<file path="src/rtl/gps_pkg.sv">
package gps_pkg;
  localparam int BYTE_W = 8;
  localparam int BIT_POL   = 5;
  localparam int BIT_WR    = 4;
  localparam int BIT_RD    = 3;
  localparam int BIT_TOTEM = 2;
  localparam logic [BYTE_W-1:0] CTRL_MASK = 8'h3C;

  typedef struct packed {
    logic pol;
    logic wr_en;
    logic rd_en;
    logic totem;
  } gps_ctrl_t;
endpackage

</file>
<file path="src/rtl/gps_idx_decode.sv">
module gps_idx_decode #(
  parameter int ADDR_W = 10,
  parameter logic [ADDR_W-1:0] INDEX_PORT = 10'h3E0,
  parameter logic [ADDR_W-1:0] DATA_PORT  = 10'h3E1,
  parameter logic [7:0] SOCK_IDX    = 8'h2F,
  parameter logic [7:0] EXT_SEL_IDX = 8'h2E,
  parameter logic [7:0] EXT_DATA    = 8'h0A,
  parameter logic [7:0] EXT_CTRL    = 8'h0B
) (
  input  logic              clk_i,
  input  logic              rst_ni,
  input  logic [ADDR_W-1:0] io_addr_i,
  input  logic              iow_ni,
  input  logic              ior_ni,
  input  logic [7:0]        wbyte_i,
  output logic [7:0]        index_o,
  output logic [7:0]        ext_o,
  output logic              idx_rd_o,
  output logic              ext_rd_o,
  output logic              ctrl_wr_o,
  output logic              ctrl_rd_o,
  output logic              data_wr_o,
  output logic              data_rd_o
);
  logic [7:0] index_q, ext_q;
  logic at_idx, at_dat, sel_ext, sel_sock, sel_data, sel_ctrl;
  logic idx_wr, ext_wr;

  assign at_idx   = (io_addr_i == INDEX_PORT);
  assign at_dat   = (io_addr_i == DATA_PORT);
  assign sel_ext  = at_dat && (index_q == EXT_SEL_IDX);
  assign sel_sock = at_dat && (index_q == SOCK_IDX);
  assign sel_data = sel_sock && (ext_q == EXT_DATA);
  assign sel_ctrl = sel_sock && (ext_q == EXT_CTRL);

  assign idx_wr    = !iow_ni && at_idx;
  assign ext_wr    = !iow_ni && sel_ext;
  assign ctrl_wr_o = !iow_ni && sel_ctrl;
  assign data_wr_o = !iow_ni && sel_data;
  assign idx_rd_o  = !ior_ni && at_idx;
  assign ext_rd_o  = !ior_ni && sel_ext;
  assign ctrl_rd_o = !ior_ni && sel_ctrl;
  assign data_rd_o = !ior_ni && sel_data;

  always_ff @(posedge clk_i or negedge rst_ni) begin
    if (!rst_ni) begin
      index_q <= '0;
      ext_q   <= '0;
    end else begin
      if (idx_wr) index_q <= wbyte_i;
      if (ext_wr) ext_q   <= wbyte_i;
    end
  end

  assign index_o = index_q;
  assign ext_o   = ext_q;

  // one write target per cycle
  assert_one_target_R2: assert property (@(posedge clk_i) disable iff (!rst_ni)
    $onehot0({idx_wr, ext_wr, ctrl_wr_o, data_wr_o}));
  // index register only moves on a write to the index port
  assert_index_hold_R2: assert property (@(posedge clk_i) disable iff (!rst_ni)
    !idx_wr |=> $stable(index_q));
endmodule

</file>
<file path="src/rtl/gps_ctrl_shadow.sv">
module gps_ctrl_shadow
  import gps_pkg::*;
(
  input  logic              clk_i,
  input  logic              rst_ni,
  input  logic              ctrl_wr_i,
  input  logic [BYTE_W-1:0] ctrl_byte_i,
  input  logic              data_wr_i,
  input  logic [BYTE_W-1:0] data_byte_i,
  output gps_ctrl_t         ctrl_o,
  output logic [BYTE_W-1:0] ctrl_byte_o,
  output logic [BYTE_W-1:0] shadow_o
);
  logic [BYTE_W-1:0] ctrl_q, shadow_q;
  logic cap;

  assign cap = data_wr_i && ctrl_q[BIT_WR];

  always_ff @(posedge clk_i or negedge rst_ni) begin
    if (!rst_ni) begin
      ctrl_q   <= '0;
      shadow_q <= '0;
    end else begin
      if (ctrl_wr_i) ctrl_q <= ctrl_byte_i & CTRL_MASK;
      if (cap)       shadow_q <= data_byte_i;
    end
  end

  assign ctrl_o.pol   = ctrl_q[BIT_POL];
  assign ctrl_o.wr_en = ctrl_q[BIT_WR];
  assign ctrl_o.rd_en = ctrl_q[BIT_RD];
  assign ctrl_o.totem = ctrl_q[BIT_TOTEM];
  assign ctrl_byte_o  = ctrl_q;
  assign shadow_o     = shadow_q;

  // shadow only changes on a write-strobe capture
  assert_shadow_hold_R9: assert property (@(posedge clk_i) disable iff (!rst_ni)
    !(data_wr_i && ctrl_o.wr_en) |=> $stable(shadow_q));
endmodule

</file>
<file path="src/rtl/gps_strobe_drv.sv">
module gps_strobe_drv
  import gps_pkg::*;
(
  input  logic      clk_i,
  input  logic      rst_ni,
  input  gps_ctrl_t ctrl_i,
  input  logic      data_wr_i,
  input  logic      data_rd_i,
  input  logic      pullup_ctl_i,
  output logic      strobe_o,
  output logic      strobe_oe_o,
  output logic      pullup_en_o
);
  logic mode_on, active, level;

  assign mode_on = ctrl_i.wr_en || ctrl_i.rd_en;
  assign active  = (ctrl_i.wr_en && data_wr_i) || (ctrl_i.rd_en && data_rd_i);
  // pol=0: idle high, low when active
  assign level   = ctrl_i.pol ? active : !active;

  assign strobe_o    = level;
  assign strobe_oe_o = mode_on && (ctrl_i.totem || !level);
  assign pullup_en_o = !mode_on && !pullup_ctl_i;

  assert_oc_low_only_R6: assert property (@(posedge clk_i) disable iff (!rst_ni)
    (!ctrl_i.totem && strobe_oe_o) |-> !strobe_o);
  assert_pullup_vs_drive_R7: assert property (@(posedge clk_i) disable iff (!rst_ni)
    pullup_en_o |-> !strobe_oe_o);
endmodule

</file>
<file path="src/rtl/gps_strobe_port.sv">
module gps_strobe_port
  import gps_pkg::*;
#(
  parameter int ADDR_W = 10,
  parameter logic [ADDR_W-1:0] INDEX_PORT = 10'h3E0,
  parameter logic [ADDR_W-1:0] DATA_PORT  = 10'h3E1,
  parameter logic [7:0] SOCK_IDX    = 8'h2F,
  parameter logic [7:0] EXT_SEL_IDX = 8'h2E,
  parameter logic [7:0] EXT_DATA    = 8'h0A,
  parameter logic [7:0] EXT_CTRL    = 8'h0B,
  localparam int DATA_W = 2 * BYTE_W
) (
  input  logic              clk_i,
  input  logic              rst_ni,
  input  logic [ADDR_W-1:0] io_addr_i,
  input  logic              iow_ni,
  input  logic              ior_ni,
  input  logic              bus16_i,
  input  logic [DATA_W-1:0] wdata_i,
  input  logic              pullup_ctl_i,
  output logic [DATA_W-1:0] rdata_o,
  output logic              rdata_oe_o,
  output logic              strobe_o,
  output logic              strobe_oe_o,
  output logic              pullup_en_o
);
  logic [BYTE_W-1:0] lo_byte, ext_byte, index_q, ext_q, ctrl_byte, shadow, rd_byte;
  logic idx_rd, ext_rd, ctrl_wr, ctrl_rd, data_wr, data_rd;
  gps_ctrl_t ctrl;

  assign lo_byte  = wdata_i[BYTE_W-1:0];
  assign ext_byte = bus16_i ? wdata_i[DATA_W-1:BYTE_W] : wdata_i[BYTE_W-1:0];

  gps_idx_decode #(
    .ADDR_W(ADDR_W), .INDEX_PORT(INDEX_PORT), .DATA_PORT(DATA_PORT),
    .SOCK_IDX(SOCK_IDX), .EXT_SEL_IDX(EXT_SEL_IDX),
    .EXT_DATA(EXT_DATA), .EXT_CTRL(EXT_CTRL)
  ) u_dec (
    .clk_i, .rst_ni, .io_addr_i, .iow_ni, .ior_ni,
    .wbyte_i(lo_byte), .index_o(index_q), .ext_o(ext_q),
    .idx_rd_o(idx_rd), .ext_rd_o(ext_rd), .ctrl_wr_o(ctrl_wr),
    .ctrl_rd_o(ctrl_rd), .data_wr_o(data_wr), .data_rd_o(data_rd)
  );

  gps_ctrl_shadow u_reg (
    .clk_i, .rst_ni, .ctrl_wr_i(ctrl_wr), .ctrl_byte_i(lo_byte),
    .data_wr_i(data_wr), .data_byte_i(ext_byte),
    .ctrl_o(ctrl), .ctrl_byte_o(ctrl_byte), .shadow_o(shadow)
  );

  gps_strobe_drv u_drv (
    .clk_i, .rst_ni, .ctrl_i(ctrl), .data_wr_i(data_wr), .data_rd_i(data_rd),
    .pullup_ctl_i, .strobe_o, .strobe_oe_o, .pullup_en_o
  );

  always_comb begin
    if (idx_rd)       rd_byte = index_q;
    else if (ext_rd)  rd_byte = ext_q;
    else if (ctrl_rd) rd_byte = ctrl_byte;
    else              rd_byte = shadow;
  end

  // external data read is served from the shadow only in write-strobe mode
  assign rdata_oe_o = idx_rd || ext_rd || ctrl_rd || (data_rd && ctrl.wr_en);

  always_comb begin
    rdata_o = '0;
    if (rdata_oe_o) begin
      if (data_rd && bus16_i) rdata_o[DATA_W-1:BYTE_W] = rd_byte;
      else                    rdata_o[BYTE_W-1:0]      = rd_byte;
    end
  end

  // input assumption: never both pulses at once
  assert_pulse_excl_R4: assert property (@(posedge clk_i) disable iff (!rst_ni)
    !(!iow_ni && !ior_ni));
  // active strobe level only while a bus pulse is low
  assert_strobe_in_pulse_R3: assert property (@(posedge clk_i) disable iff (!rst_ni)
    (strobe_oe_o && (strobe_o == ctrl.pol)) |-> (!iow_ni || !ior_ni));
endmodule

</file>
<file path="config.mk">
export PLATFORM = sky130hd
export DESIGN_NAME = gps_strobe_port
export DESIGN_NICKNAME = d
export VERILOG_FILES = /design/src/rtl/gps_pkg.sv /design/src/rtl/gps_idx_decode.sv /design/src/rtl/gps_ctrl_shadow.sv /design/src/rtl/gps_strobe_drv.sv /design/src/rtl/gps_strobe_port.sv
export SDC_FILE = /design/constraint.sdc
export NUM_CORES = 1
export LEC_CHECK = 0
export ABC_CLOCK_PERIOD_IN_PS = 4900
export BUFFER_PORTS_ARGS = -buffer_cell sky130_fd_sc_hd__buf_4
export CAP_MARGIN = 20
export CORE_MARGIN = 4
export CORE_UTILIZATION = 57
export CTS_BUF_LIST = sky130_fd_sc_hd__clkbuf_8
export CTS_CLUSTER_DIAMETER = 150
export DETAILED_ROUTE_END_ITERATION = 8
export GPL_TIMING_DRIVEN = 0
export HOLD_SLACK_MARGIN = 0.05
export PLACE_DENSITY_LB_ADDON = 0.1
export SETUP_SLACK_MARGIN = 0.05
export SYNTH_ARGS = -nofsm -noshare
export SYNTH_HDL_FRONTEND = slang
export SYNTH_SLANG_ARGS = --single-unit
</file>
<file path="constraint.sdc">
create_clock -name clk_i -period 4.9 [get_ports clk_i]
set_clock_uncertainty 0.05 [all_clocks]
set_input_delay 0.735 -clock clk_i [delete_from_list [all_inputs] [get_ports clk_i]]
set_output_delay 0.735 -clock clk_i [all_outputs]
set_load 0.01 [all_outputs]
</file>
Word level (Yosys, flattened, before mapping):

Index checks and enable logic that the tools add are counted.

* $add $sub $neg: 0
* multipliers: 0
* divide/modulo/power cells: 0
* $lt $le $gt $ge: 0
* equal/unequal tests: 6
* shift operators: 0
* multiplexer cells: 8
* bitwise gates (word level): 0
* reduce and logical (&&, ||, !) cells: 30

Operators with widths (count)
* two-way mux 8 bit: 6
* equality test 10 bit, second input constant: 2
* logical AND 1 bit: 18
* equality test 8 x 4 -> 1 bit, second input constant: 2
* equality test 8 x 6 -> 1 bit, second input constant: 2
* two-way mux 16 bit: 1
* zero test 1 bit: 6
* logical OR 1 bit: 6
* two-way mux 1 bit: 1

* register bits after elaboration: 28
* bits in latches: 0
* RAM bits: 0
* bits in read-only memories: 0
* word-level logic and storage cells: 48
* memories kept: 0

Logic depth before layout (Yosys ltp):

Gate-level depths: netlist of the first run.

* depth in word-level cells: 11
* gate-level depth with buffers: 7
* mapped depth without buffers: 5

Hierarchy:

Synthesis of the first run repeated with hierarchy kept, for this count alone.

* cells, all modules: 161
* area total of the unflattened synthesis: 1846.8 µm²

By module, submodules not included
* gps_idx_decode: times used 1, cells an instance 52, area each 754.5 µm²
* gps_ctrl_shadow: times used 1, cells an instance 34, area each 540.5 µm²
* gps_strobe_port: times used 1, cells an instance 67, area each 498.0 µm²
* gps_strobe_drv: times used 1, cells an instance 8, area each 53.8 µm²

Worst setup path after synthesis of the first run:

Ideal clock, no wire load.

* kind: input to output
* start point: input io_addr_i[1]
* end point: output rdata_o[7]
* arrival time: 2.478 ns
* setup slack: 1.637 ns
* stages on the path: 6
* buffers on the path: 1
* path through: and4b_1 -> nand3_1 -> buf_4 -> nor4_1 -> a221oi_2 -> nor4_1

* cells in the longest elaborated chain, start to end: 9
* elaborated cells on any way between the ends: 20
* those cells by class: eq/ne: 2; mux: 5; reduce/logical: 13

RTL lines
* start: declaration: RTL line gps_strobe_port.sv:15 `input logic [ADDR_W-1:0] io_addr_i,`
* equality test 10 bit: RTL line gps_idx_decode.sv:30 `assign at_dat = (io_addr_i == DATA_PORT);`
* logical AND 1 bit: RTL line gps_idx_decode.sv:32 `assign sel_sock = at_dat && (index_q == SOCK_IDX);`
* logical AND 1 bit: RTL line gps_idx_decode.sv:34 `assign sel_ctrl = sel_sock && (ext_q == EXT_CTRL);`
* logical AND 1 bit: RTL line gps_idx_decode.sv:42 `assign ctrl_rd_o = !ior_ni && sel_ctrl;`
* two-way mux 8 bit: RTL line gps_strobe_port.sv:59 `else if (ctrl_rd) rd_byte = ctrl_byte;`
* two-way mux 8 bit: RTL line gps_strobe_port.sv:58 `else if (ext_rd) rd_byte = ext_q;`
* two-way mux 8 bit: RTL line gps_strobe_port.sv:57 `if (idx_rd) rd_byte = index_q;`
* two-way mux 8 bit: RTL line gps_strobe_port.sv:69 `if (data_rd && bus16_i) rdata_o[DATA_W-1:BYTE_W] = rd_byte;`
* two-way mux 16 bit *: RTL line gps_strobe_port.sv:68 `if (rdata_oe_o) begin`
* end: declaration: RTL line gps_strobe_port.sv:21 `output logic [DATA_W-1:0] rdata_o,`

Mark *: on every way between the ends. The rest lies on a longest branch, timed or not.

Worst setup path after layout of the first run:

Same ends and word-level chain as after synthesis.

==> run metrics, run 1 <==
mapped cell area 1740 µm²; NumNets Final 264; top_reg_cell synth dfrtp_1; Max Cap Viol 0; final setup fails 0; normalized max-slew margin 25.1%; f_max 259 MHz; critical path required time 4.12 ns; Post-CTS Hold Buffers 0; status complete, no violations; pins over their slew limit 0; WP data arrival 3.08 ns; first-pass GRT wire length 8760 µm; crit path max fanout 10; Core Footprint 2830 µm²; post-layout util 78.6%; routability congestion estimate 0.942; Setup TNS 0 ns; Worst Tran Pin Value 1.11 ns; Netlist cell types 40; critical path class in -> out; initial antenna violation count 0; Post-Layout Cell Count 262; setup slack after layout 1.04 ns; P per Cell Area 209 nW/µm²; Leak 1.03 nW; GRT Resource Usage Total 28.1%; vias in the first global route 1798; Mapped Cells 177; Setup crit end kind output pin; Mapped Nets 209; diode count 0; Root Buffer clkbuf_8; FF+latch count, synth 28; Starting Density 61.4%; WHS 0.298 ns; die height 63.2 µm; CTS H-tree depth 1; Async SR Flop Fraction 100%; Final Cell Area 2220 µm²; Clock Tree Buf Depth 2; Ports 52; Clk Latency, worst-skew pair 0.29 ns; reg2reg end u_reg.shadow_o[3]$_DFFE_PN0P_; grt ovf 0; largest net degree at the start of global routing 29; pre-CTS setup slack 1.18 ns; Core Rows 19; sequential share of the synthesized area 40.3%; placed cells 258; via/cell ratio 6.63; die width 63.2 µm; flop-to-flop setup slack 2.44 ns; Buffers on Ports 50; Pwr Total 0.464 mW; hold crit path type in -> async; layout cells sized above 1 37.2%; post-layout min period 3.86 ns; post-place instance area 2150 µm²; VDD IR max 0.000152 V; Ys Warns 0; Remaining DRCs 0; drt wl/cell 19.8 µm; antenna violation net count after detailed routing 0; CTS tree built; R2R Path Start u_dec.ext_o[5]$_DFFE_PN0P_; layout overhead on the synthesized area 27.9%; CP startpoint kind primary input; postcts setup bufs 0; syn_area_per_cell 9.82 µm²; TritonCTS Buffers 3; first-pass iteration count of the detailed router 6; Post-synth EDFFs 0; CTS Sinks 28; DP Wirelength 3700 µm; Post-CTS Resized 0; final worst-path cycle share 78.8%; Worst R2R Path Depth 6; Post-Route WL 5200 µm; Initial DRC Count 156; clock-pin slew on the worst setup and hold paths 0.10 ns; Die Area 4000 µm²; vias after detailed routing 1736; Hold Violations, Final 0; RSZ-0062 raised after global routing no
==> how the worst max path moves through the flow <==
stage                       startpoint          to  cells past startpoint
after global routing      io_addr_i[1]  rdata_o[7]                      8
after detailed placement  io_addr_i[1]  rdata_o[7]                      8
final                     io_addr_i[1]  rdata_o[7]                      8
after floorplan           io_addr_i[1]  rdata_o[7]                      6
after CTS                 io_addr_i[1]  rdata_o[7]                      8
after global placement    io_addr_i[1]  rdata_o[7]                      8
==> routing by layer <==
layer  track usage (%)  vias up  share of wire [%]
met5                 0        -                  0
met2              45.8      110                 48
met3              7.10       25                 11
met4              15.4        0                4.3
met1              33.8      819                 38
li1                  -      782                  -
==> layout by cell type (no fill, tap or decap), types with 2 or more instances in the layout <==
| cell type | instances |
|---|---|
| nor4_4 | 3 |
| nor2b_1 | 2 |
| a31oi_1 | 4 |
| nor2_1 | 23 |
| nand2_1 | 8 |
| o22ai_1 | 8 |
| and3b_1 | 2 |
| a21oi_1 | 16 |
| nand3_1 | 10 |
| o21ai_0 | 2 |
| mux2_2 | 18 |
| nor4_1 | 8 |
| clkbuf_1 | 2 |
| dfrtp_1 | 28 |
| inv_1 | 5 |
| buf_1 | 2 |
| clkbuf_8 | 3 |
| mux2i_1 | 8 |
| buf_4 | 51 |
| nor4_2 | 2 |
| nand4_1 | 5 |
==> layout make-up <==
class | instances | area (µm²)
buffer | 8 | 43.8
clock buffer | 3 | 41.3
clock inverter | 1 | 30.0
fill | 208 | 606
inverter | 5 | 18.8
multi-input combinational | 136 | 975
sequential | 28 | 701
tap | 31 | 38.8
timing repair buffer | 50 | 375
==> critical path, stage by stage <==
cell	delay [ns]
buf_4	0.11
and4b_1	0.29
nand3_1	0.27
buf_4	0.29
nor4_1	0.72
a221oi_2	0.14
nor4_1	0.33
buf_4	0.19
==> flip-flops by register name, indices dropped and copies added, names as in the netlist <==
signal and flops:
u_reg.ctrl_byte_o 4, u_dec.ext_o 8, u_dec.index_o 8, u_reg.shadow_o 8
==> power breakdown <==
| part | switching, mW | internal [mW] | total, mW | leakage, nW |
|---|---|---|---|---|
| clock | 0.0778 | 0.110 | 0.187 | 0.0357 |
| sequential | 0.00109 | 0.232 | 0.233 | 0.381 |
| combinational | 0.0208 | 0.0224 | 0.0432 | 0.614 |
| total | 0.0997 | 0.364 | 0.464 | 1.03 |
==> logic make-up (layout without fill, tap and decap cells) <==
kind of cell / Yosys count / in the layout / synth area share, %
flip-flops: 28 / 28 / 40.3
XOR/XNOR: 1 / 1 / 0.504
AND/OR/NAND/NOR: 73 / 73 / 26.0
buffers and inverters: 13 / 67 / 3.60
AO/OA/AOI/OAI: 36 / 36 / 13.3
multiplexers: 26 / 26 / 16.3
==> synth_stat cells, types with 2 or more instances <==
cell	instances	area, µm²
o22ai_1	8	50.1
mux2_2	18	203
inv_1	5	18.8
nand2_1	8	30.0
mux2i_1	8	80.1
dfrtp_1	28	701
nand3_1	10	50.1
nor4_2	2	25.0
buf_1	2	7.51
clkbuf_1	2	7.51
nor4_4	3	63.8
nor4_1	8	50.1
nor2_1	23	86.3
nand4_1	5	31.3
and3b_1	2	17.5
a21oi_1	16	80.1
nor2b_1	2	12.5
a31oi_1	4	25.0
o21ai_0	2	10.0
Note: power is estimated with default switching activity, not from simulation.
==> inputs of run 2 (changes only) <==
--- a/config.mk
+++ b/config.mk
@@ -5,11 +5,11 @@
 export SDC_FILE = /design/constraint.sdc
 export NUM_CORES = 1
 export LEC_CHECK = 0
-export ABC_CLOCK_PERIOD_IN_PS = 4900
+export ABC_CLOCK_PERIOD_IN_PS = 3820
 export BUFFER_PORTS_ARGS = -buffer_cell sky130_fd_sc_hd__buf_4
 export CAP_MARGIN = 20
 export CORE_MARGIN = 4
-export CORE_UTILIZATION = 57
+export CORE_UTILIZATION = 53
 export CTS_BUF_LIST = sky130_fd_sc_hd__clkbuf_8
 export CTS_CLUSTER_DIAMETER = 150
 export DETAILED_ROUTE_END_ITERATION = 8
==> constraint.sdc (replaced) <==
create_clock -name clk_i -period 3.82 [get_ports clk_i]
set_clock_uncertainty 0.05 [all_clocks]
set_input_delay 0.573 -clock clk_i [delete_from_list [all_inputs] [get_ports clk_i]]
set_output_delay 0.573 -clock clk_i [all_outputs]
set_load 0.01 [all_outputs]
==> run metrics, run 2 (synthesis results as in run 1) <==
vias after detailed routing 1700; Clk Latency, worst-skew pair 0.28 ns; TritonCTS Buffers 3; grt ovf 0; VDD IR max 0.000211 V; Largest stage delay, worst path 0.64 ns; Switching Share 21.5%; Clock Tree Buf Depth 2; Remaining DRCs 0; die height 65.3 µm; final worst-path cycle share 90.8%; CTS tree built; most used routing layer met2; Post-Route WL 5160 µm; FF/Latch Area 701 µm²; combinational power share 9.4%; first-pass iteration count of the detailed router 4; critical path required time 3.20 ns; RSZ-0062 raised after global routing no; critical path class in -> out; NumNets Final 264; Internal Power 0.467 mW; Root Buffer clkbuf_8; P per Cell Area 266 nW/µm²; layout cells sized above 1 37.2%; R2R Path Start u_dec.ext_o[4]$_DFFE_PN0P_; crit-path cells buf_4 -> and4b_1 -> nand3_1 -> buf_4 -> nor4_1 -> a221oi_2 -> nor4_1 -> buf_4; postcts setup bufs 0; Ports 52; normalized max-slew margin 29.5%; CP startpoint kind primary input; Max Cap Viol 0; Setup crit end kind output pin; hold crit path type in -> async; Sequential Power Share 50.3%; CP max-delay cell nor4_1; M3 GR Usage 2.91%; diode count 0; Core Footprint 3100 µm²; first-pass GRT wire length 8210 µm; Core Rows 20; M1 GR Usage 34.5%; Worst Tran Pin Value 1.05 ns; Post-CTS Resized 0; antenna violation net count after detailed routing 0; status complete, no violations; die width 65.3 µm; Post-Layout Cell Count 275; GRT Resource Usage Total 25.1%; routability congestion estimate 0.943; layout overhead on the synthesized area 28.9%; final setup fails 0; largest net degree at the start of global routing 29; pins over their slew limit 0; flop-to-flop setup slack 1.34 ns; clock-pin slew on the worst setup and hold paths 0.10 ns; vias in the first global route 1670; reg2reg end u_reg.shadow_o[3]$_DFFE_PN0P_; Worst R2R Path Depth 6; Multi-input gate area 975 µm²; CTS H-tree depth 1; most common cell after layout, fill and taps aside buf_4; Leak 1.03 nW; CTS Sinks 28; Setup TNS 0 ns; Die Area 4260 µm²; Buffers on Ports 50; crit path max fanout 10; f_max 288 MHz; post-layout min period 3.47 ns; initial antenna violation count 0; Initial DRC Count 159; most frequent cells in the layout buf_4 (51), dfrtp_1 (28), nor2_1 (23); WP data arrival 2.84 ns; Starting Density 56.0%; M2 GR Usage 39.7%; Crit path max-delay family simple AND/OR/NAND/NOR gates; WP buf/inv 3; switching pwr 0.128 mW; # fillers 252; DP Wirelength 3670 µm; Post-CTS Hold Buffers 0; CP most frequent cell buf_4; Hold Violations, Final 0; via/cell ratio 6.18; Clock power frac 40.3%; placed cells 271; drt wl/cell 18.8 µm
==> run 2: cell counts in the layout (fill, tap and decap cells not counted) <==
Identical to the previous run, type by type.
==> run 2: metrics by stage <==
step / hold slack (ns) / cell area, µm² / power (mW) / worst slack, ns / util [%]
after CTS: 0.155 / 2240 / 0.596 / 0.411 / 72.2
after global placement: 0.456 / 2170 / 0.358 / 0.460 / 69.9
final: 0.136 / 2240 / 0.595 / 0.352 / 72.2
after global routing: 0.159 / 2240 / 0.617 / 0.173 / 72.2
after detailed placement: 0.463 / 2170 / 0.360 / 0.404 / 69.9
after floorplan: 0.227 / 1740 / 0.321 / 0.881 / -
==> run 2: power groups by stage <==
stage | Combinational, mW | Clock [mW] | Sequential (mW)
floorplan | 0.0168 | 0 | 0.304
CTS | 0.0564 | 0.241 | 0.299
finish | 0.0561 | 0.240 | 0.299
detailed placement | 0.0554 | 0 | 0.305
global route | 0.0613 | 0.257 | 0.299
global placement | 0.0534 | 0 | 0.305
==> run 2: layer usage <==
metal / wire length [µm] / vias up
met1: 2130 / 798
met5: 0 / -
li1: - / 785
met4: 128 / 0
met3: 451 / 15
met2: 2450 / 102
==> run 2: how the worst max path moves through the flow <==
stage	cells after the start	slack, ns	endpoint	start
final	8	0.35	rdata_o[7]	io_addr_i[1]
after global routing	8	0.17	rdata_o[7]	io_addr_i[1]
after global placement	8	0.46	rdata_o[7]	io_addr_i[1]
after floorplan	6	0.88	rdata_o[7]	io_addr_i[1]
after CTS	8	0.41	rdata_o[7]	io_addr_i[1]
after detailed placement	8	0.40	rdata_o[7]	io_addr_i[1]
==> run 2: worst register-to-register path: stages (launching register included) <==
cell     delay (ns)
dfrtp_1        0.43
nor4_2         0.62
nand4_1        0.26
nor4_4         0.47
buf_2          0.36
nor2_1         0.07
a21oi_1        0.15
==> run 2: cell type report <==
type,count,share of cell area [%]
clock inverter,1,1.34
clock buffer,3,1.84
timing repair buffer,50,16.8
inverter,5,0.838
buffer,8,1.96
sequential,28,31.3
multi-input combinational,136,43.5
tap,44,2.46
